$ cat src/rtl/dss_pkg.sv
package dss_pkg;

  // Destination of a piece
  typedef enum logic {
    TGT_LOCAL  = 1'b0,
    TGT_REMOTE = 1'b1
  } dss_tgt_e;

endpackage

$ cat src/rtl/dss_cursor.sv
// Walks one large request and presents the current piece.
module dss_cursor #(
  parameter int ADDR_W   = 32,
  parameter int LEN_W    = 16,
  parameter int CHUNK_LG = 11,
  parameter int PID_W    = 2
) (
  input  logic              clk,
  input  logic              rst_n,
  input  logic              req_valid,
  input  logic [ADDR_W-1:0] req_addr,
  input  logic [LEN_W-1:0]  req_len,
  input  logic [PID_W-1:0]  req_id,
  input  logic              issue_fire,
  output logic              req_ready,
  output logic              cur_active,
  output logic [ADDR_W-1:0] cur_addr,
  output logic [LEN_W-1:0]  cur_piece,
  output logic [PID_W-1:0]  cur_id,
  output logic              cur_last
);

  localparam int CHUNK = 1 << CHUNK_LG;

  logic              active_q, active_n;
  logic [ADDR_W-1:0] addr_q, addr_n;
  logic [LEN_W-1:0]  rem_q, rem_n;
  logic [PID_W-1:0]  id_q, id_n;
  logic [LEN_W-1:0]  room;
  logic [LEN_W-1:0]  piece;
  logic              load_en;
  logic              step_en;

  // Bytes left before the next chunk boundary
  assign room  = LEN_W'(CHUNK) - LEN_W'(addr_q[CHUNK_LG-1:0]);
  assign piece = (rem_q < room) ? rem_q : room;

  assign load_en = !active_q && req_valid;
  assign step_en = active_q && issue_fire;

  always_comb begin
    active_n = active_q;
    addr_n   = addr_q;
    rem_n    = rem_q;
    id_n     = id_q;
    if (load_en) begin
      active_n = 1'b1;
      addr_n   = req_addr;
      rem_n    = req_len;
      id_n     = req_id;
    end else if (step_en) begin
      addr_n = addr_q + ADDR_W'(piece);
      rem_n  = rem_q - piece;
      if (rem_q == piece) active_n = 1'b0;
    end
  end

  always_ff @(posedge clk or negedge rst_n) begin
    if (!rst_n) begin
      active_q <= 1'b0;
      addr_q   <= '0;
      rem_q    <= '0;
      id_q     <= '0;
    end else if (load_en || step_en) begin
      active_q <= active_n;
      addr_q   <= addr_n;
      rem_q    <= rem_n;
      id_q     <= id_n;
    end
  end

  assign req_ready  = !active_q;
  assign cur_active = active_q;
  assign cur_addr   = addr_q;
  assign cur_piece  = piece;
  assign cur_id     = id_q;
  assign cur_last   = (rem_q == piece);

  // an active walk always has bytes left and a piece of at most one chunk
  p_piece_bound_r2: assert property (@(posedge clk) disable iff (!rst_n)
    active_q |-> (rem_q != '0) && (piece != '0) && (piece <= LEN_W'(CHUNK)));

endmodule

$ cat src/rtl/dss_route.sv
// Steers the current piece to the local or the remote port by its bank bits.
module dss_route
  import dss_pkg::*;
#(
  parameter int ADDR_W     = 32,
  parameter int SLICE_LG   = 13,
  parameter int BANK_W     = 2,
  parameter int LOCAL_BANK = 1
) (
  input  logic              cur_active,
  input  logic              has_free,
  input  logic [ADDR_W-1:0] cur_addr,
  input  logic              loc_ready,
  input  logic              rmt_ready,
  output logic              loc_valid,
  output logic              rmt_valid,
  output logic [BANK_W-1:0] bank,
  output logic              fire
);

  dss_tgt_e tgt;
  logic     issue_ok;

  assign bank     = cur_addr[SLICE_LG+BANK_W-1:SLICE_LG];
  assign tgt      = (bank == BANK_W'(LOCAL_BANK)) ? TGT_LOCAL : TGT_REMOTE;
  assign issue_ok = cur_active && has_free;

  assign loc_valid = issue_ok && (tgt == TGT_LOCAL);
  assign rmt_valid = issue_ok && (tgt == TGT_REMOTE);
  assign fire      = (loc_valid && loc_ready) || (rmt_valid && rmt_ready);

endmodule

$ cat src/rtl/dss_scoreboard.sv
// Tag pool, per-parent outstanding counters and acknowledgment queue.
module dss_scoreboard #(
  parameter int DEPTH   = 8,
  parameter int PARENTS = 4,
  parameter int TAG_W   = $clog2(DEPTH),
  parameter int PID_W   = $clog2(PARENTS)
) (
  input  logic             clk,
  input  logic             rst_n,
  input  logic             alloc,
  input  logic [PID_W-1:0] alloc_pid,
  input  logic             alloc_last,
  input  logic             rsp_a_valid,
  input  logic [TAG_W-1:0] rsp_a_tag,
  input  logic             rsp_b_valid,
  input  logic [TAG_W-1:0] rsp_b_tag,
  output logic             has_free,
  output logic [TAG_W-1:0] alloc_tag,
  output logic             ack_valid,
  output logic [PID_W-1:0] ack_id
);

  localparam int CNT_W = $clog2(DEPTH + 1);

  logic [DEPTH-1:0]                busy_q, busy_n;
  logic [DEPTH-1:0][PID_W-1:0]     pid_q, pid_n;
  logic [PARENTS-1:0][CNT_W-1:0]   cnt_q, cnt_n;
  logic [PARENTS-1:0]              seal_q, seal_n;
  logic [PARENTS-1:0]              pend_q, pend_n;
  logic [PARENTS-1:0]              done;
  logic [PARENTS-1:0]              ack_hot;
  logic [TAG_W-1:0]                free_tag;
  logic [PID_W-1:0]                pid_a, pid_b;

  // Lowest free tag
  always_comb begin
    free_tag = '0;
    has_free = 1'b0;
    for (int i = DEPTH - 1; i >= 0; i--) begin
      if (!busy_q[i]) begin
        free_tag = TAG_W'(i);
        has_free = 1'b1;
      end
    end
  end

  assign alloc_tag = free_tag;
  assign pid_a     = pid_q[rsp_a_tag];
  assign pid_b     = pid_q[rsp_b_tag];

  // Tag pool next state
  always_comb begin
    busy_n = busy_q;
    pid_n  = pid_q;
    if (rsp_a_valid) busy_n[rsp_a_tag] = 1'b0;
    if (rsp_b_valid) busy_n[rsp_b_tag] = 1'b0;
    if (alloc) begin
      busy_n[free_tag] = 1'b1;
      pid_n[free_tag]  = alloc_pid;
    end
  end

  // One counter and completion detector per parent
  for (genvar p = 0; p < PARENTS; p++) begin : g_parent
    logic       inc;
    logic       hit_a;
    logic       hit_b;
    logic [1:0] dec;
    logic       seal_mid;

    assign inc      = alloc && (alloc_pid == PID_W'(p));
    assign hit_a    = rsp_a_valid && (pid_a == PID_W'(p));
    assign hit_b    = rsp_b_valid && (pid_b == PID_W'(p));
    assign dec      = {1'b0, hit_a} + {1'b0, hit_b};
    assign cnt_n[p] = cnt_q[p] + CNT_W'(inc) - CNT_W'(dec);
    assign seal_mid = seal_q[p] | (inc & alloc_last);
    assign done[p]  = seal_mid && (cnt_n[p] == '0);
    assign seal_n[p] = seal_mid & ~done[p];
  end

  // Acknowledge the lowest pending parent, one per cycle
  always_comb begin
    ack_id  = '0;
    ack_hot = '0;
    for (int p = PARENTS - 1; p >= 0; p--) begin
      if (pend_q[p]) ack_id = PID_W'(p);
    end
    if (|pend_q) ack_hot[ack_id] = 1'b1;
  end

  assign ack_valid = |pend_q;
  assign pend_n    = (pend_q & ~ack_hot) | done;

  always_ff @(posedge clk or negedge rst_n) begin
    if (!rst_n) begin
      busy_q <= '0;
      pid_q  <= '0;
      cnt_q  <= '0;
      seal_q <= '0;
      pend_q <= '0;
    end else begin
      busy_q <= busy_n;
      if (alloc) pid_q <= pid_n;
      cnt_q  <= cnt_n;
      seal_q <= seal_n;
      pend_q <= pend_n;
    end
  end

  // no allocation when every tag is taken
  p_no_overflow_r4: assert property (@(posedge clk) disable iff (!rst_n)
    alloc |-> has_free);

  // responses name outstanding tags, and two at once name different tags
  p_rsp_known_a_r7: assert property (@(posedge clk) disable iff (!rst_n)
    rsp_a_valid |-> busy_q[rsp_a_tag]);
  p_rsp_known_b_r7: assert property (@(posedge clk) disable iff (!rst_n)
    rsp_b_valid |-> busy_q[rsp_b_tag]);
  p_rsp_distinct_r7: assert property (@(posedge clk) disable iff (!rst_n)
    (rsp_a_valid && rsp_b_valid) |-> (rsp_a_tag != rsp_b_tag));

  // an acknowledged parent has nothing in flight and nothing left to split
  p_ack_drained_r6: assert property (@(posedge clk) disable iff (!rst_n)
    ack_valid |-> (cnt_q[ack_id] == '0) && !seal_q[ack_id]);

  // an acknowledged parent leaves the pending set
  p_ack_clears_r9: assert property (@(posedge clk) disable iff (!rst_n)
    ack_valid |=> !pend_q[$past(ack_id)]);

endmodule

$ cat src/rtl/dss_stripe_splitter.sv
module dss_stripe_splitter #(
  parameter int ADDR_W     = 32,
  parameter int LEN_W      = 16,
  parameter int SLICE_LG   = 13,
  parameter int BANK_W     = 2,
  parameter int LOCAL_BANK = 1,
  parameter int CHUNK_LG   = 11,
  parameter int SB_DEPTH   = 8,
  parameter int PARENTS    = 4,
  localparam int TAG_W     = $clog2(SB_DEPTH),
  localparam int PID_W     = $clog2(PARENTS)
) (
  input  logic              clk,
  input  logic              rst_n,
  input  logic              req_valid,
  output logic              req_ready,
  input  logic [ADDR_W-1:0] req_addr,
  input  logic [LEN_W-1:0]  req_len,
  input  logic [PID_W-1:0]  req_id,
  output logic              loc_valid,
  input  logic              loc_ready,
  output logic [ADDR_W-1:0] loc_addr,
  output logic [LEN_W-1:0]  loc_len,
  output logic [TAG_W-1:0]  loc_tag,
  output logic              rmt_valid,
  input  logic              rmt_ready,
  output logic [ADDR_W-1:0] rmt_addr,
  output logic [LEN_W-1:0]  rmt_len,
  output logic [TAG_W-1:0]  rmt_tag,
  output logic [BANK_W-1:0] rmt_bank,
  input  logic              loc_rsp_valid,
  input  logic [TAG_W-1:0]  loc_rsp_tag,
  input  logic              rmt_rsp_valid,
  input  logic [TAG_W-1:0]  rmt_rsp_tag,
  output logic              ack_valid,
  output logic [PID_W-1:0]  ack_id
);

  // Reset: asserted at once, released through two flops
  logic [1:0] rst_pipe;
  logic       rst_s;

  always_ff @(posedge clk or negedge rst_n) begin
    if (!rst_n) rst_pipe <= 2'b00;
    else        rst_pipe <= {rst_pipe[0], 1'b1};
  end
  assign rst_s = rst_pipe[1];

  logic              cur_active;
  logic [ADDR_W-1:0] cur_addr;
  logic [LEN_W-1:0]  cur_piece;
  logic [PID_W-1:0]  cur_id;
  logic              cur_last;
  logic              has_free;
  logic              fire;
  logic [BANK_W-1:0] bank;
  logic [TAG_W-1:0]  alloc_tag;

  dss_cursor #(
    .ADDR_W  (ADDR_W),
    .LEN_W   (LEN_W),
    .CHUNK_LG(CHUNK_LG),
    .PID_W   (PID_W)
  ) u_cursor (
    .clk       (clk),
    .rst_n     (rst_s),
    .req_valid (req_valid),
    .req_addr  (req_addr),
    .req_len   (req_len),
    .req_id    (req_id),
    .issue_fire(fire),
    .req_ready (req_ready),
    .cur_active(cur_active),
    .cur_addr  (cur_addr),
    .cur_piece (cur_piece),
    .cur_id    (cur_id),
    .cur_last  (cur_last)
  );

  dss_route #(
    .ADDR_W    (ADDR_W),
    .SLICE_LG  (SLICE_LG),
    .BANK_W    (BANK_W),
    .LOCAL_BANK(LOCAL_BANK)
  ) u_route (
    .cur_active(cur_active),
    .has_free  (has_free),
    .cur_addr  (cur_addr),
    .loc_ready (loc_ready),
    .rmt_ready (rmt_ready),
    .loc_valid (loc_valid),
    .rmt_valid (rmt_valid),
    .bank      (bank),
    .fire      (fire)
  );

  dss_scoreboard #(
    .DEPTH  (SB_DEPTH),
    .PARENTS(PARENTS)
  ) u_sb (
    .clk        (clk),
    .rst_n      (rst_s),
    .alloc      (fire),
    .alloc_pid  (cur_id),
    .alloc_last (cur_last),
    .rsp_a_valid(loc_rsp_valid),
    .rsp_a_tag  (loc_rsp_tag),
    .rsp_b_valid(rmt_rsp_valid),
    .rsp_b_tag  (rmt_rsp_tag),
    .has_free   (has_free),
    .alloc_tag  (alloc_tag),
    .ack_valid  (ack_valid),
    .ack_id     (ack_id)
  );

  assign loc_addr = cur_addr;
  assign loc_len  = cur_piece;
  assign loc_tag  = alloc_tag;
  assign rmt_addr = cur_addr;
  assign rmt_len  = cur_piece;
  assign rmt_tag  = alloc_tag;
  assign rmt_bank = bank;

  // requests never carry zero length
  p_len_nonzero_r2: assert property (@(posedge clk) disable iff (!rst_s)
    req_valid |-> (req_len != '0));

  // a stalled piece is held unchanged
  p_hold_loc_r10: assert property (@(posedge clk) disable iff (!rst_s)
    (loc_valid && !loc_ready) |=> loc_valid && $stable(loc_addr) && $stable(loc_len));
  p_hold_rmt_r10: assert property (@(posedge clk) disable iff (!rst_s)
    (rmt_valid && !rmt_ready) |=> rmt_valid && $stable(rmt_addr) && $stable(rmt_len)
                                  && $stable(rmt_bank));

endmodule

$ cat config.mk
export PLATFORM = sky130hd
export DESIGN_NAME = dss_stripe_splitter
export DESIGN_NICKNAME = d
export VERILOG_FILES = /design/src/rtl/dss_pkg.sv /design/src/rtl/dss_cursor.sv /design/src/rtl/dss_route.sv /design/src/rtl/dss_scoreboard.sv /design/src/rtl/dss_stripe_splitter.sv
export SDC_FILE = /design/constraint.sdc
export NUM_CORES = 1
export LEC_CHECK = 0
export CAP_MARGIN = 0
export CORE_MARGIN = 4
export CORE_UTILIZATION = 40
export CTS_BUF_LIST = sky130_fd_sc_hd__clkbuf_2
export DETAILED_ROUTE_END_ITERATION = 8
export DONT_BUFFER_PORTS = 1
export GPL_ROUTABILITY_DRIVEN = 1
export PLACE_DENSITY = 0.52
export SKIP_LAST_GASP = 1
export SYNTH_ARGS = -nofsm -noshare
export SYNTH_HDL_FRONTEND = slang
export SYNTH_SLANG_ARGS = --single-unit
$ cat constraint.sdc
create_clock -name clk -period 8.3 [get_ports clk]
set_input_delay 0.83 -clock clk [delete_from_list [all_inputs] [get_ports clk]]
set_output_delay 0.83 -clock clk [all_outputs]
set_load 0.01 [all_outputs]
Yosys cells after proc, flatten, opt, wreduce, memory -nomap -nowiden

Index checks and enable logic that the tools add are counted.

Flip-flop bits (word level): 101

Bitwise logic cells: 24
Add/sub/neg operators: 15
Equality and inequality tests: 11
Mux-type cells: 48
$lt $le $gt $ge: 9
Reduce and logical (&&, ||, !) cells: 43

Operator list:

| cell                                                                  | count |
|---|---|
| 32-bit two-way mux                                                    | 2 |
| 16-bit two-way mux                                                    | 3 |
| 32-bit by 16-bit adder with 32-bit output                             | 1 |
| 1-bit logical AND                                                     | 27 |
| 3-bit two-way mux                                                     | 8 |
| 8-bit two-way mux                                                     | 3 |
| 4-bit by 1-bit adder with 4-bit output                                | 4 |
| 8-bit AND                                                             | 2 |
| 16-bit bitwise mux                                                    | 1 |
| 16-bit equality test                                                  | 1 |
| 4-bit logical NOT                                                     | 4 |
| 16-bit < comparator                                                   | 1 |
| 1-bit two-way mux                                                     | 16 |
| 8-bit NOT                                                             | 2 |
| 16-bit subtractor                                                     | 1 |
| 4-bit by 2-bit subtractor with 4-bit output                           | 4 |
| 2-bit two-way mux                                                     | 7 |
| 12-bit by 11-bit subtractor with 13-bit output, first input constant  | 1 |
| 2-bit binary-select mux with 3-bit select                             | 2 |
| 2-bit equality test, second input constant                            | 6 |
| 3-bit by 4-bit < comparator with 1-bit output, second input constant  | 3 |
| 1-bit demux with 3-bit select                                         | 3 |
| 3-bit by 1-bit >= comparator with 1-bit output, second input constant | 3 |
| 1-bit by 1-bit adder with 2-bit output                                | 4 |
| other kinds (20)                                                      | 41 |

Longest topological paths before layout

Gate-level depths: netlist (run 1).

Depth after elaboration: 19
Mapped depth: 23

Cells and area by module

Synthesis (run 1) repeated with hierarchy kept, for this count alone.

Cells, all modules: 838
Area, all modules: 7,663.6 µm²

By module, submodules not included:

| module              | area each (µm²) | instances | cells an instance | seq. area each (µm²) |
|---|---|---|---|---|
| dss_cursor          | 4,359.2         | 1         | 515               | 1,276.2 |
| dss_scoreboard      | 2,811.4         | 1         | 261               | 1,201.2 |
| dss_stripe_splitter | 436.7           | 1         | 54                | 50.0 |
| dss_route           | 56.3            | 1         | 8                 | 0.0 |

Least setup slack after synthesis (run 1)

OpenSTA, ideal clock, no wires.

Path type: reg-to-reg
From: register u_cursor.addr_q[8] (netlist: u_cursor.cur_addr[8])
To: register u_cursor.addr_q[12] (netlist: u_cursor.cur_addr[12])
Data required time: 8.164 ns
Arrival time: 4.946 ns
Period minus slack after synthesis: 5.082 ns
Cell stages (with the launch flop): 21
Slack: 3.218 ns
Path buffers: 1
Library setup time: 0.136 ns
Cells stage by stage: dfrtp_1 or4_1 nor2_1 xnor2_1 inv_1 ha_1 a21o_1 a211o_1 a311oi_4 buf_2 o21ai_0 ha_1 fa_1 a21o_1 a221oi_2 a21oi_1 a21o_1 a21o_1 a21oi_1 xor2_1 o21ai_0

Longest elaborated chain between the ends: 6

Ends and longest elaborated chain:

| element                                        | line                      | RTL |
|---|---|---|
| from (decl)                                    | dss_cursor.sv:26          | `logic [ADDR_W-1:0] addr_q, addr_n;` |
| from (signal assigned)                         | dss_cursor.sv:66          | `addr_q <= addr_n;` |
| 12-bit by 11-bit subtractor with 13-bit output | dss_cursor.sv:35          | `assign room = LEN_W'(CHUNK) - LEN_W'(addr_q[CHUNK_LG-1:0]);` |
| 16-bit < comparator                            | dss_cursor.sv:36          | `assign piece = (rem_q < room) ? rem_q : room;` |
| 16-bit two-way mux                             | dss_cursor.sv:36          |  |
| net loc_len[0]                                 | dss_stripe_splitter.sv:23 | `output logic [LEN_W-1:0] loc_len,` |
| 32-bit by 16-bit adder with 32-bit output      | dss_cursor.sv:52          | `addr_n = addr_q + ADDR_W'(piece);` |
| 32-bit two-way mux                             | dss_cursor.sv:51          | `end else if (step_en) begin` |
| 32-bit two-way mux                             | dss_cursor.sv:46          | `if (load_en) begin` |

The timed path passes the listed nets, and every way through them passes these cells. The select of a mux whose other input is x is not followed.
A chain may end at the register's enable or synchronous reset.

Worst setup path after layout (run 1)

From: register u_cursor.addr_q[2] (netlist: u_cursor.cur_addr[2])
To: register u_cursor.addr_q[22] (netlist: u_cursor.cur_addr[22])

Same word-level chain as after synthesis.

==> impl_summary.log, run 1 <==
INFO  metric total_routing_usage_gr = 17.8%
INFO  metric fillers = 1802
INFO  metric regToRegSetupSlack = 2460 ps
INFO  metric grt_first_pass_wirelength = 30500 um
INFO  metric slew_headroom = 28.7%
INFO  metric die_h = 145 um
INFO  metric cts-buffers-inserted = 9
INFO  metric cts_htree_levels = 3
INFO  metric power = 3.60 mW
INFO  metric detail_route.wirelength = 18900 um
INFO  metric pin_count_of_the_biggest_net_entering_global_routing = 71
INFO  metric dieWidth = 145 um
INFO  metric cap_viol_max_count = 0
INFO  metric ys_async_sr_fraction = 100%
INFO  metric ir_drop = 0.194 mV
INFO  metric grt_pass1_vias = 5755
INFO  metric mappedNetlistArea = 7520 um2
INFO  metric antenna_found_initial = 2
INFO  metric gp_congestion = 0.854
INFO  metric cts_max_path_buffers = 2
INFO  metric drt-pass1-iter-count = 5
INFO  metric cts_setup_buffers = 0
INFO  metric worstHoldPathType = primary input to flip-flop
INFO  metric totalNegativeSetupSlack = 0 ps
INFO  metric yosys-top-cells-area = sky130_fd_sc_hd__dfrtp_1 34%, sky130_fd_sc_hd__ha_1 8.7%, sky130_fd_sc_hd__buf_4 5.8%, sky130_fd_sc_hd__nand2_1 5.2%, sky130_fd_sc_hd__a21oi_1 3.8%
INFO  metric ys_warn_count = 0
INFO  metric power_per_cell_area = 479 nW/um2
INFO  metric p_leak = 3.44 nW
INFO  metric synth-edff-count = 0
INFO  metric finalWorstPathRequiredPeriod = 5840 ps
INFO  metric share_of_yosys_cell_area_claimed_by_the_top_area_cell_type = 33.6%
INFO  metric timing.setup.critical_path_class = flip-flop to flip-flop
INFO  metric i_o_pin_count = 173
INFO  metric netlist_instances = 848
INFO  metric synth-seq-area-share = 33.6%
INFO  metric synth_largest_area_cell = sky130_fd_sc_hd__dfrtp_1
INFO  metric post_detailed_placement_half_perimeter_wirelength = 14000 um
INFO  metric critPathCaptureType = flip-flop
INFO  metric die-area = 21100 um2
INFO  metric synth.most_common_cell = sky130_fd_sc_hd__nand2_1
INFO  metric buffer_ports.inserted = 0
INFO  metric synthToLayoutAreaGrowth = -0.0000266%
INFO  metric vias = 5735
INFO  metric crit_path_start_kind = flip-flop
INFO  metric cts_repair_resize_count = 0
INFO  metric synth_ff_type = sky130_fd_sc_hd__dfrtp_1
INFO  metric timing.final.setup_violations = 0
INFO  metric drc = 0
INFO  metric placementRows = 49
INFO  metric clock_latency = 650 ps
INFO  metric ys_types = 68
INFO  metric finalCoreUtilization = 41.3%
INFO  metric clk_pin_slew_worst_paths = 350 ps
INFO  metric dr.first_iter.drc_count = 331
INFO  metric route.detailed.wl_per_inst = 18.5 um
INFO  metric drive_gt1_share = 7.83%
INFO  metric layout.nets = 912
INFO  metric viasPerCell = 5.61
INFO  metric setup_repair_after_global_routing_missed_its_margin = no
INFO  metric clock-sinks = 101
INFO  metric synth.avg_cell_area = 8.87 um2
INFO  metric final-hold-violation-count = 0
INFO  metric core_area = 18200 um2
INFO  metric outcome = completed
INFO  metric clk_root_buffer_cell = sky130_fd_sc_hd__clkbuf_2
INFO  metric initial_core_util = 41.3%
INFO  metric worst_hold_slack = 240 ps
INFO  metric highest_clock_frequency_the_design_can_meet = 0.171 GHz
INFO  metric cts_tree = yes
INFO  metric globalRouteOverflowTotal = 0
INFO  metric synth.top_cells.by_count = 105 x sky130_fd_sc_hd__nand2_1, 101 x sky130_fd_sc_hd__dfrtp_1, 67 x sky130_fd_sc_hd__nor2_1
INFO  metric critPathArrivalTime = 6370 ps
INFO  metric max_slew.worst_pin.slew = 1060 ps
INFO  metric finClkSkew = 43.3 ps
INFO  metric route.antenna.remaining_nets = 0
INFO  metric worstPathMaxFanout = 34
INFO  metric final-max-slew-violation-count = 0
INFO  metric worst_endpoint_required_time = 8840 ps
INFO  metric synth_seq_cells = 101
INFO  metric post-route-period-util = 70.3%
registers in the layout, summed over array words and instances (netlist names):
name                 cells
rst_pipe                 2
u_cursor.cur_active      1
u_cursor.cur_addr       32
u_cursor.cur_id          2
u_cursor.rem_q          16
u_sb.busy_q              8
u_sb.cnt_q              16
u_sb.pend_q              4
u_sb.pid_q              16
u_sb.seal_q              4
report_power, final:
group	switching (mW)	internal [mW]	leakage, nW	total (mW)
Combinational	1.31	0.996	2.11	2.31
Clock	0.198	0.109	0.0933	0.308
Sequential	0.299	0.687	1.24	0.986
Total	1.81	1.79	3.44	3.60
what timing repair did:
item	4_1_cts	5_1_grt
hold endpoints to repair	2	0
hold buffers	1	0
setup endpoints to repair	0	0
worst max-delay path, cell delays in order (launching register included):
cell,delay [ps]
sky130_fd_sc_hd__dfrtp_1,630
sky130_fd_sc_hd__nor4_1,430
sky130_fd_sc_hd__nand2_1,180
sky130_fd_sc_hd__nor4_1,260
sky130_fd_sc_hd__xor2_1,240
sky130_fd_sc_hd__ha_1,260
sky130_fd_sc_hd__and3_1,200
sky130_fd_sc_hd__and2_0,200
sky130_fd_sc_hd__a311oi_4,310
sky130_fd_sc_hd__buf_4,360
sky130_fd_sc_hd__nor2_1,100
sky130_fd_sc_hd__a21o_1,310
sky130_fd_sc_hd__fa_1,480
sky130_fd_sc_hd__a21o_1,220
sky130_fd_sc_hd__a221oi_2,510
sky130_fd_sc_hd__a211oi_2,170
sky130_fd_sc_hd__o211ai_1,330
sky130_fd_sc_hd__a211oi_2,200
sky130_fd_sc_hd__nand2_1,120
sky130_fd_sc_hd__xor2_1,150
sky130_fd_sc_hd__o21ai_1,70
final timing paths:
check,cells past startpoint,endpoint,from
min in group asynchronous,0,u_cursor.cur_addr[2],rst_pipe[1]
max in group asynchronous,1,u_sb.cnt_q[7],rst_pipe[1]
worst min register to register,0,u_cursor.cur_addr[2],rst_pipe[1]
worst max-delay path,20,u_cursor.cur_addr[22],u_cursor.cur_addr[2]
worst min-delay path,2,u_cursor.cur_id[0],req_id[0]
worst max register to register,20,u_cursor.cur_addr[22],u_cursor.cur_addr[2]
kinds of logic after synthesis:
kind of cell	count (synthesis)	share of synthesized area, %
AO/OA/AOI/OAI	194	16.6
XOR/XNOR	54	6.29
adder cells (fa/ha/maj)	62	11.3
buffers and inverters	133	9.62
flip-flops	101	33.6
multiplexers	30	5.62
other	2	0.0999
AND/OR/NAND/NOR	272	16.8
routing by layer:
layer	vias up	track usage [%]	share of wire (%)
li1	2769	-	-
met4	0	3.89	1.1
met5	-	0	0
met1	2737	23.7	46
met2	209	28.4	45
met3	20	5.80	7.3
placed cells by master (no fill, tap or decap), types with 9 or more instances in the layout:
cell type                    n
sky130_fd_sc_hd__nand3_1    12
sky130_fd_sc_hd__clkbuf_2    9
sky130_fd_sc_hd__inv_1      44
sky130_fd_sc_hd__o21ai_1     9
sky130_fd_sc_hd__nor4_1      9
sky130_fd_sc_hd__nand4_1    11
sky130_fd_sc_hd__and3_1     14
sky130_fd_sc_hd__nor2b_1    11
sky130_fd_sc_hd__nor2_1     67
sky130_fd_sc_hd__xnor2_1    29
sky130_fd_sc_hd__xor2_1     25
sky130_fd_sc_hd__ha_1       52
sky130_fd_sc_hd__nand2_1   105
sky130_fd_sc_hd__fa_1       10
sky130_fd_sc_hd__o21ai_0    38
sky130_fd_sc_hd__a31oi_1    17
sky130_fd_sc_hd__a21o_1     32
sky130_fd_sc_hd__conb_1     13
sky130_fd_sc_hd__dfrtp_1   100
sky130_fd_sc_hd__a21oi_1    57
sky130_fd_sc_hd__mux2_2     18
metrics by stage:
step / worst slack [ps] / instance area, um2 / cells
2_1_floorplan: 3220 / 7560 / 859
3_3_place_gp: 2580 / 7340 / 1004
3_5_place_dp: 2510 / 7340 / 1004
4_1_cts: 2440 / 7510 / 1021
5_1_grt: 2000 / 7520 / 1023
6_report: 2460 / 7520 / 1023
cell type report:
| class | count | area [um2] | area share, % |
|---|---|---|---|
| clock buffer | 9 | 45.0 | 0.599 |
| inverter | 44 | 165 | 2.20 |
| tap | 229 | 287 | 3.81 |
| multi-input combinational | 625 | 4320 | 57.5 |
| clock inverter | 7 | 116 | 1.55 |
| sequential | 101 | 2530 | 33.7 |
| antenna | 2 | 5.00 | 0.0666 |
| timing repair buffer | 6 | 47.5 | 0.632 |
Note: power is estimated with default switching activity, not from simulation.
==> run 2: changes to the inputs <==
- clock period: 8.3 -> 5.9 ns (I/O delays scaled with it)
==> run 2 against run 1 <==
  * Flip-flop and latch count is the same
  * Cell count grew 3.7%
  * Die area is the same
  * Non-clock buffer count grew 39
  * Power grew 46%
  * First-iteration DRC count shrank 4.8%
  * Cell area grew 4.6%
  * Register-to-register slack lost 2100 ps
  * Clock power grew 46%
  * Utilization grew 1.9 points
  * Via count grew 2.6%
  * Largest power group unchanged
==> impl_summary.log, run 2 (synthesis gave the netlist of run 1 again) <==
INFO  metric outcome = completed
INFO  metric power.sequential.fraction = 25.3%
INFO  metric drive_gt1_share = 10.1%
INFO  metric initial_core_util = 41.3%
INFO  metric globalRouteOverflowTotal = 0
INFO  metric gp_congestion = 0.866
INFO  metric layout.cells.most_common = sky130_fd_sc_hd__nand2_1
INFO  metric grt_first_pass_wirelength = 32100 um
INFO  metric final_cell_mix = 105 x sky130_fd_sc_hd__nand2_1, 100 x sky130_fd_sc_hd__dfrtp_1, 67 x sky130_fd_sc_hd__nor2_1, 57 x sky130_fd_sc_hd__a21oi_1, 52 x sky130_fd_sc_hd__ha_1
INFO  metric max_slew.worst_pin.slew = 1030 ps
INFO  metric cts-buffers-inserted = 9
INFO  metric placementRows = 49
INFO  metric worstPathMaxFanout = 9
INFO  metric globalRouteMet2Util = 30.7%
INFO  metric route.detailed.wl_per_inst = 18.1 um
INFO  metric global_route.peak_usage_layer = met2
INFO  metric core_area = 18200 um2
INFO  metric die_h = 145 um
INFO  metric critPathCaptureType = flip-flop
INFO  metric slew_headroom = 31.1%
INFO  metric dr.first_iter.drc_count = 315
INFO  metric finClkSkew = 51.9 ps
INFO  metric clock_latency = 630 ps
INFO  metric worstHoldPathType = primary input to flip-flop
INFO  metric finalInstanceArea = 7870 um2
INFO  metric timing.setup.critical_path_class = flip-flop to flip-flop
INFO  metric fillers = 1835
INFO  metric power = 5.26 mW
INFO  metric timing.critical_path.depth = 20
INFO  metric critical_path.most_common_cell = sky130_fd_sc_hd__a21o_1
INFO  metric worst_endpoint_required_time = 6390 ps
INFO  metric clk_pin_slew_worst_paths = 320 ps
INFO  metric cap_viol_max_count = 0
INFO  metric power_per_cell_area = 668 nW/um2
INFO  metric critPathBufInv = 2
INFO  metric post-route-period-util = 94.5%
INFO  metric finalCoreUtilization = 43.2%
INFO  metric slowest_delay = 590 ps
INFO  metric critPathArrivalTime = 6060 ps
INFO  metric pin_count_of_the_biggest_net_entering_global_routing = 71
INFO  metric post_detailed_placement_half_perimeter_wirelength = 14600 um
INFO  metric internal_power = 2.68 mW
INFO  metric vias = 5886
INFO  metric groute.layer.met3.usage = 5.39%
INFO  metric highest_clock_frequency_the_design_can_meet = 0.179 GHz
INFO  metric critical_path.cell_chain = or4_1 > nor2_1 > xnor2_1 > inv_1 > ha_1 > a21o_1 > a211o_1 > a311oi_4 > buf_4 > nor2_1 > a21o_1 > fa_1 > a21o_1 > a221oi_2 > a211oi_2 > o211ai_1 > a211oi_4 > nand2_1 > xor2_1 > o21ai_1
INFO  metric cts_max_path_buffers = 2
INFO  metric ir_drop = 0.256 mV
INFO  metric grt_pass1_vias = 6241
INFO  metric number_of_flip_flops_under_the_largest_register_name = 32
INFO  metric worst_hold_slack = 57.5 ps
INFO  metric layout.nets = 951
INFO  metric drc = 0
INFO  metric total_routing_usage_gr = 18.5%
INFO  metric final-max-slew-violation-count = 0
INFO  metric synthToLayoutAreaGrowth = 4.63%
INFO  metric totalNegativeSetupSlack = 0 ps
INFO  metric detail_route.wirelength = 19200 um
INFO  metric timing.hold.worst_path_depth = 2
INFO  metric placement.cell_area = 7480 um2
INFO  metric buffer_ports.inserted = 0
INFO  metric i_o_pin_count = 173
INFO  metric clk_root_buffer_cell = sky130_fd_sc_hd__clkbuf_2
INFO  metric cts_htree_levels = 3
INFO  metric drt-pass1-iter-count = 5
INFO  metric switching_power = 2.58 mW
INFO  metric clock-sinks = 101
INFO  metric route.antenna.remaining_nets = 0
INFO  metric timing.final.setup_violations = 0
INFO  metric viasPerCell = 5.55
INFO  metric timing.reg2reg.worst_path_depth = 20
INFO  metric sw_frac_of_total = 49.1%
INFO  metric finalWorstPathRequiredPeriod = 5570 ps
INFO  metric crit_family = compound AO/OA/AOI/OAI gates
INFO  metric cts_tree = yes
INFO  metric clockPowerShare = 8.6%
INFO  metric grt_use_met1 = 24.2%
INFO  metric antenna_found_initial = 1
INFO  metric pwr-share-comb = 66.1%
INFO  metric p_leak = 3.63 nW
INFO  metric crit_path_start_kind = flip-flop
INFO  metric crit_slowest_cell = sky130_fd_sc_hd__dfrtp_1
INFO  metric final-hold-violation-count = 0
INFO  metric die-area = 21100 um2
INFO  metric dieWidth = 145 um
## run 2: cell types whose count changed in the layout (fill, tap and decap cells not counted), sizes merged
cell	change
diode	-1
bufinv	+1
dlygate4sd3	+17
buf	+22
inv	-1
clkinv	-1
clkbuf	+1
## run 2: area by class of cell
cell class / instances / area, um2 / area share, %
inverters: 44 / 165 / 2.10
diodes: 1 / 2.50 / 0.0318
clock inverters: 6 / 119 / 1.51
clock buffers: 10 / 50.0 / 0.636
repair buffers: 45 / 383 / 4.87
well taps: 229 / 287 / 3.64
multi-input cells: 625 / 4330 / 55.0
flip-flops and latches: 101 / 2530 / 32.2
## run 2: path summary, 6_finish.rpt
path	from	to	slack (ps)
worst max-delay path	u_cursor.cur_addr[8]	u_cursor.cur_addr[24]	330
worst min-delay path	req_addr[7]	u_cursor.cur_addr[7]	60
worst max register to register	u_cursor.cur_addr[8]	u_cursor.cur_addr[24]	330
worst min register to register	rst_pipe[1]	u_cursor.cur_addr[2]	250
max in group asynchronous	rst_pipe[1]	u_sb.pid_q[6]	4370
min in group asynchronous	rst_n	rst_pipe[1]	170
## run 2: what timing repair did
action	4_1_cts	5_1_grt
setup endpoints to repair	0	13
gates resized for setup	0	1
hold buffers	9	9
endpoints found under the hold margin	10	9
setup buffers	0	4
## run 2: worst reg2reg max path: stages, from the launching register on
cell and delay (ps):
sky130_fd_sc_hd__dfrtp_1 590, sky130_fd_sc_hd__or4_1 590, sky130_fd_sc_hd__nor2_1 140, sky130_fd_sc_hd__xnor2_1 130
sky130_fd_sc_hd__inv_1 90, sky130_fd_sc_hd__ha_1 300, sky130_fd_sc_hd__a21o_1 190, sky130_fd_sc_hd__a211o_1 320
sky130_fd_sc_hd__a311oi_4 260, sky130_fd_sc_hd__buf_4 200, sky130_fd_sc_hd__nor2_1 60, sky130_fd_sc_hd__a21o_1 300
sky130_fd_sc_hd__fa_1 480, sky130_fd_sc_hd__a21o_1 220, sky130_fd_sc_hd__a221oi_2 480, sky130_fd_sc_hd__a211oi_2 170
sky130_fd_sc_hd__o211ai_1 390, sky130_fd_sc_hd__a211oi_4 160, sky130_fd_sc_hd__nand2_1 100, sky130_fd_sc_hd__xor2_1 160
sky130_fd_sc_hd__o21ai_1 80
## run 2: metal layers
layer,vias up,routed length [um]
met1,2836,8690
met3,25,1240
met2,185,9060
met5,-,0
met4,0,236
li1,2840,-
## run 2: metrics by stage
step | cells | setup WS (ps)
2_1_floorplan | 859 | 818
3_3_place_gp | 1022 | 455
3_5_place_dp | 1022 | 316
4_1_cts | 1047 | 254
5_1_grt | 1061 | -1.17
6_report | 1061 | 325
## run 2: power groups by stage
stage,Combinational (mW),Clock [mW],Sequential [mW]
after floorplan,2.93,0,1.25
after global placement,3.32,0,1.34
after detailed placement,3.44,0,1.35
after CTS,3.46,0.471,1.34
after global routing,3.94,0.501,1.39
final,3.47,0.451,1.33
==> run 3: changes to the inputs <==
- PLACE_DENSITY: 0.52 -> unset
- PLACE_DENSITY_LB_ADDON: unset -> 0.2
==> run 3 against run 2 <==
  * Flip-flop and latch count unchanged
  * Highest routed layer unchanged
  * First-iteration DRC count down 3.2%
  * Via count down 0.63%
  * Clock power down 10%
  * Wire length down 3.1%
  * Worst setup slack better by 170 ps
  * Cell count up 0.57%
==> impl_summary.log, run 3 (synthesis gave the netlist of run 1 again) <==
INFO  metric crit_path_start_kind = flip-flop
INFO  metric outcome = completed
INFO  metric max_slew.worst_pin.slew = 1110 ps
INFO  metric final-hold-violation-count = 0
INFO  metric crit-reg2reg-launch = u_cursor.cur_addr[4]
INFO  metric finalWorstPathRequiredPeriod = 5400 ps
INFO  metric finalInstanceArea = 7940 um2
INFO  metric clock-sinks = 101
INFO  metric sw_frac_of_total = 49.7%
INFO  metric clockPowerShare = 7.8%
INFO  metric highest_clock_frequency_the_design_can_meet = 0.185 GHz
INFO  metric critPathCaptureType = flip-flop
INFO  metric grt_pass1_vias = 5810
INFO  metric pin_count_of_the_biggest_net_entering_global_routing = 80
INFO  metric final-max-slew-violation-count = 0
INFO  metric number_of_flip_flops_under_the_largest_register_name = 32
INFO  metric setup_repair_after_global_routing_missed_its_margin = yes
INFO  metric clock_latency = 650 ps
INFO  metric core_area = 18200 um2
INFO  metric timing.final.setup_violations = 0
INFO  metric worst_endpoint_required_time = 6410 ps
INFO  metric ir_drop = 0.244 mV
INFO  metric clk_pin_slew_worst_paths = 350 ps
INFO  metric timing.reg2reg.worst_path_depth = 20
INFO  metric worst_r2r_end = u_cursor.cur_addr[18]
INFO  metric dieWidth = 145 um
INFO  metric route.detailed.wl_per_inst = 17.4 um
INFO  metric synthToLayoutAreaGrowth = 5.57%
INFO  metric die_h = 145 um
INFO  metric drt-pass1-iter-count = 5
INFO  metric slew_headroom = 25.0%
INFO  metric post_detailed_placement_half_perimeter_wirelength = 14000 um
INFO  metric worstSetupStartpoint = u_cursor.cur_addr[4]
INFO  metric placed_cells_incl_taps = 1018
INFO  metric initial_core_util = 41.3%
INFO  metric power.sequential.fraction = 26.7%
INFO  metric grt_first_pass_wirelength = 30800 um
INFO  metric internal_power = 2.60 mW
INFO  metric worstHoldPathType = primary input to flip-flop
INFO  metric regToRegSetupSlack = 500 ps
INFO  metric finClkSkew = 44.1 ps
INFO  metric cts_setup_buffers = 0
INFO  metric final_cells = 1067
INFO  metric worstPathMaxFanout = 7
INFO  metric crit_end = u_cursor.cur_addr[18]
INFO  metric drc = 0
INFO  metric die-area = 21100 um2
INFO  metric placement.cell_area = 7450 um2
INFO  metric placementRows = 49
INFO  metric buffer_ports.inserted = 0
INFO  metric p_leak = 3.64 nW
INFO  metric dr.first_iter.drc_count = 305
INFO  metric post-route-period-util = 91.6%
INFO  metric power = 5.17 mW
INFO  metric cts_max_path_buffers = 2
INFO  metric cts-buffers-inserted = 9
INFO  metric cts_tree = yes
INFO  metric final_cell_mix = 105 x sky130_fd_sc_hd__nand2_1, 100 x sky130_fd_sc_hd__dfrtp_1, 67 x sky130_fd_sc_hd__nor2_1, 57 x sky130_fd_sc_hd__a21oi_1, 52 x sky130_fd_sc_hd__ha_1
INFO  metric pwr-share-comb = 65.5%
INFO  metric power_per_cell_area = 651 nW/um2
INFO  metric critPathArrivalTime = 5910 ps
INFO  metric globalRouteOverflowTotal = 0
INFO  metric clk_root_buffer_cell = sky130_fd_sc_hd__clkbuf_2
INFO  metric drive_gt1_share = 9.20%
INFO  metric gp_congestion = 0.810
INFO  metric detail_route.wirelength = 18600 um
INFO  metric total_routing_usage_gr = 17.8%
INFO  metric cts_htree_levels = 3
INFO  metric fillers = 1792
INFO  metric layout.cells.most_common = sky130_fd_sc_hd__nand2_1
INFO  metric timing.setup.critical_path_class = flip-flop to flip-flop
INFO  metric antenna_found_initial = 1
INFO  metric i_o_pin_count = 173
INFO  metric layout.nets = 957
INFO  metric timing.hold.worst_path_depth = 2
INFO  metric cap_viol_max_count = 0
INFO  metric switching_power = 2.57 mW
INFO  metric vias = 5849
INFO  metric viasPerCell = 5.48
INFO  metric route.antenna.remaining_nets = 0
## run 3: through the flow
step / hold slack, ps / worst slack (ps) / utilization (%) / TNS, ps
after floorplan: 294 / 818 / - / 0
after global placement: 223 / 488 / 40.9 / 0
after detailed placement: 213 / 408 / 40.9 / 0
after CTS: 0.350 / 368 / 43.4 / 0
after global routing: 7.06 / -8.89 / 43.6 / -8.89
final: 69.8 / 498 / 43.6 / 0
## run 3: metal layers
layer  part of all wire (%)  GRT usage (%)  up-vias  wire length (um)
met5                      0              0        -                 0
met4                    1.7           5.70        0               322
met3                    5.9           4.12       23              1110
met2                     45           27.5      160              8310
met1                     48           24.9     2807              8880
li1                       -              -     2859                 -
## run 3: layout make-up
| class | instances | area [um2] | area share [%] |
|---|---|---|---|
| well taps | 229 | 287 | 3.61 |
| flip-flops and latches | 101 | 2530 | 31.9 |
| diodes | 1 | 2.50 | 0.0315 |
| inverters | 44 | 165 | 2.08 |
| multi-input cells | 625 | 4350 | 54.8 |
| repair buffers | 51 | 463 | 5.83 |
| clock buffers | 9 | 45.0 | 0.567 |
| clock inverters | 7 | 97.6 | 1.23 |
## run 3: worst min-delay path by stage
stage	startpoint	end	slack [ps]
after global placement	rst_pipe[1]	u_cursor.cur_addr[21]	220
after global routing	req_len[5]	u_cursor.rem_q[5]	7
final	req_len[5]	u_cursor.rem_q[5]	70
after detailed placement	rst_pipe[1]	u_cursor.cur_addr[23]	210
after CTS	req_len[5]	u_cursor.rem_q[5]	0.3
after floorplan	rst_n	rst_pipe[0]	290
## run 3: critical path: stages, from the launching register on
cell and delay, ps:
sky130_fd_sc_hd__dfrtp_1 600, sky130_fd_sc_hd__nor4_2 380, sky130_fd_sc_hd__nand2_1 170, sky130_fd_sc_hd__nor4_1 250, sky130_fd_sc_hd__xor2_1 230, sky130_fd_sc_hd__ha_1 250
sky130_fd_sc_hd__and3_1 200, sky130_fd_sc_hd__and2_0 190, sky130_fd_sc_hd__a311oi_4 380, sky130_fd_sc_hd__o21ai_0 130, sky130_fd_sc_hd__buf_4 180, sky130_fd_sc_hd__ha_1 230
sky130_fd_sc_hd__fa_1 410, sky130_fd_sc_hd__a21o_1 230, sky130_fd_sc_hd__a221oi_4 400, sky130_fd_sc_hd__a211oi_2 150, sky130_fd_sc_hd__o211ai_1 390, sky130_fd_sc_hd__a21oi_1 150
sky130_fd_sc_hd__nand2_1 100, sky130_fd_sc_hd__xor2_1 140, sky130_fd_sc_hd__o21ai_0 90
## run 3: power by group through the flow
| stage | clock (mW) | combinational, mW | sequential [mW] |
|---|---|---|---|
| 3_3_place_gp | 0 | 3.31 | 1.40 |
| 3_5_place_dp | 0 | 3.33 | 1.40 |
| 5_1_grt | 0.451 | 3.84 | 1.44 |
| 6_report | 0.404 | 3.39 | 1.38 |
| 2_1_floorplan | 0 | 2.93 | 1.25 |
| 4_1_cts | 0.425 | 3.36 | 1.38 |
## run 3: what timing repair did
action                                  4_1_cts  5_1_grt
gates resized for setup                       0        3
endpoints found under the setup margin        0        5
hold buffers                                 32        0
hold endpoints to repair                     33        0
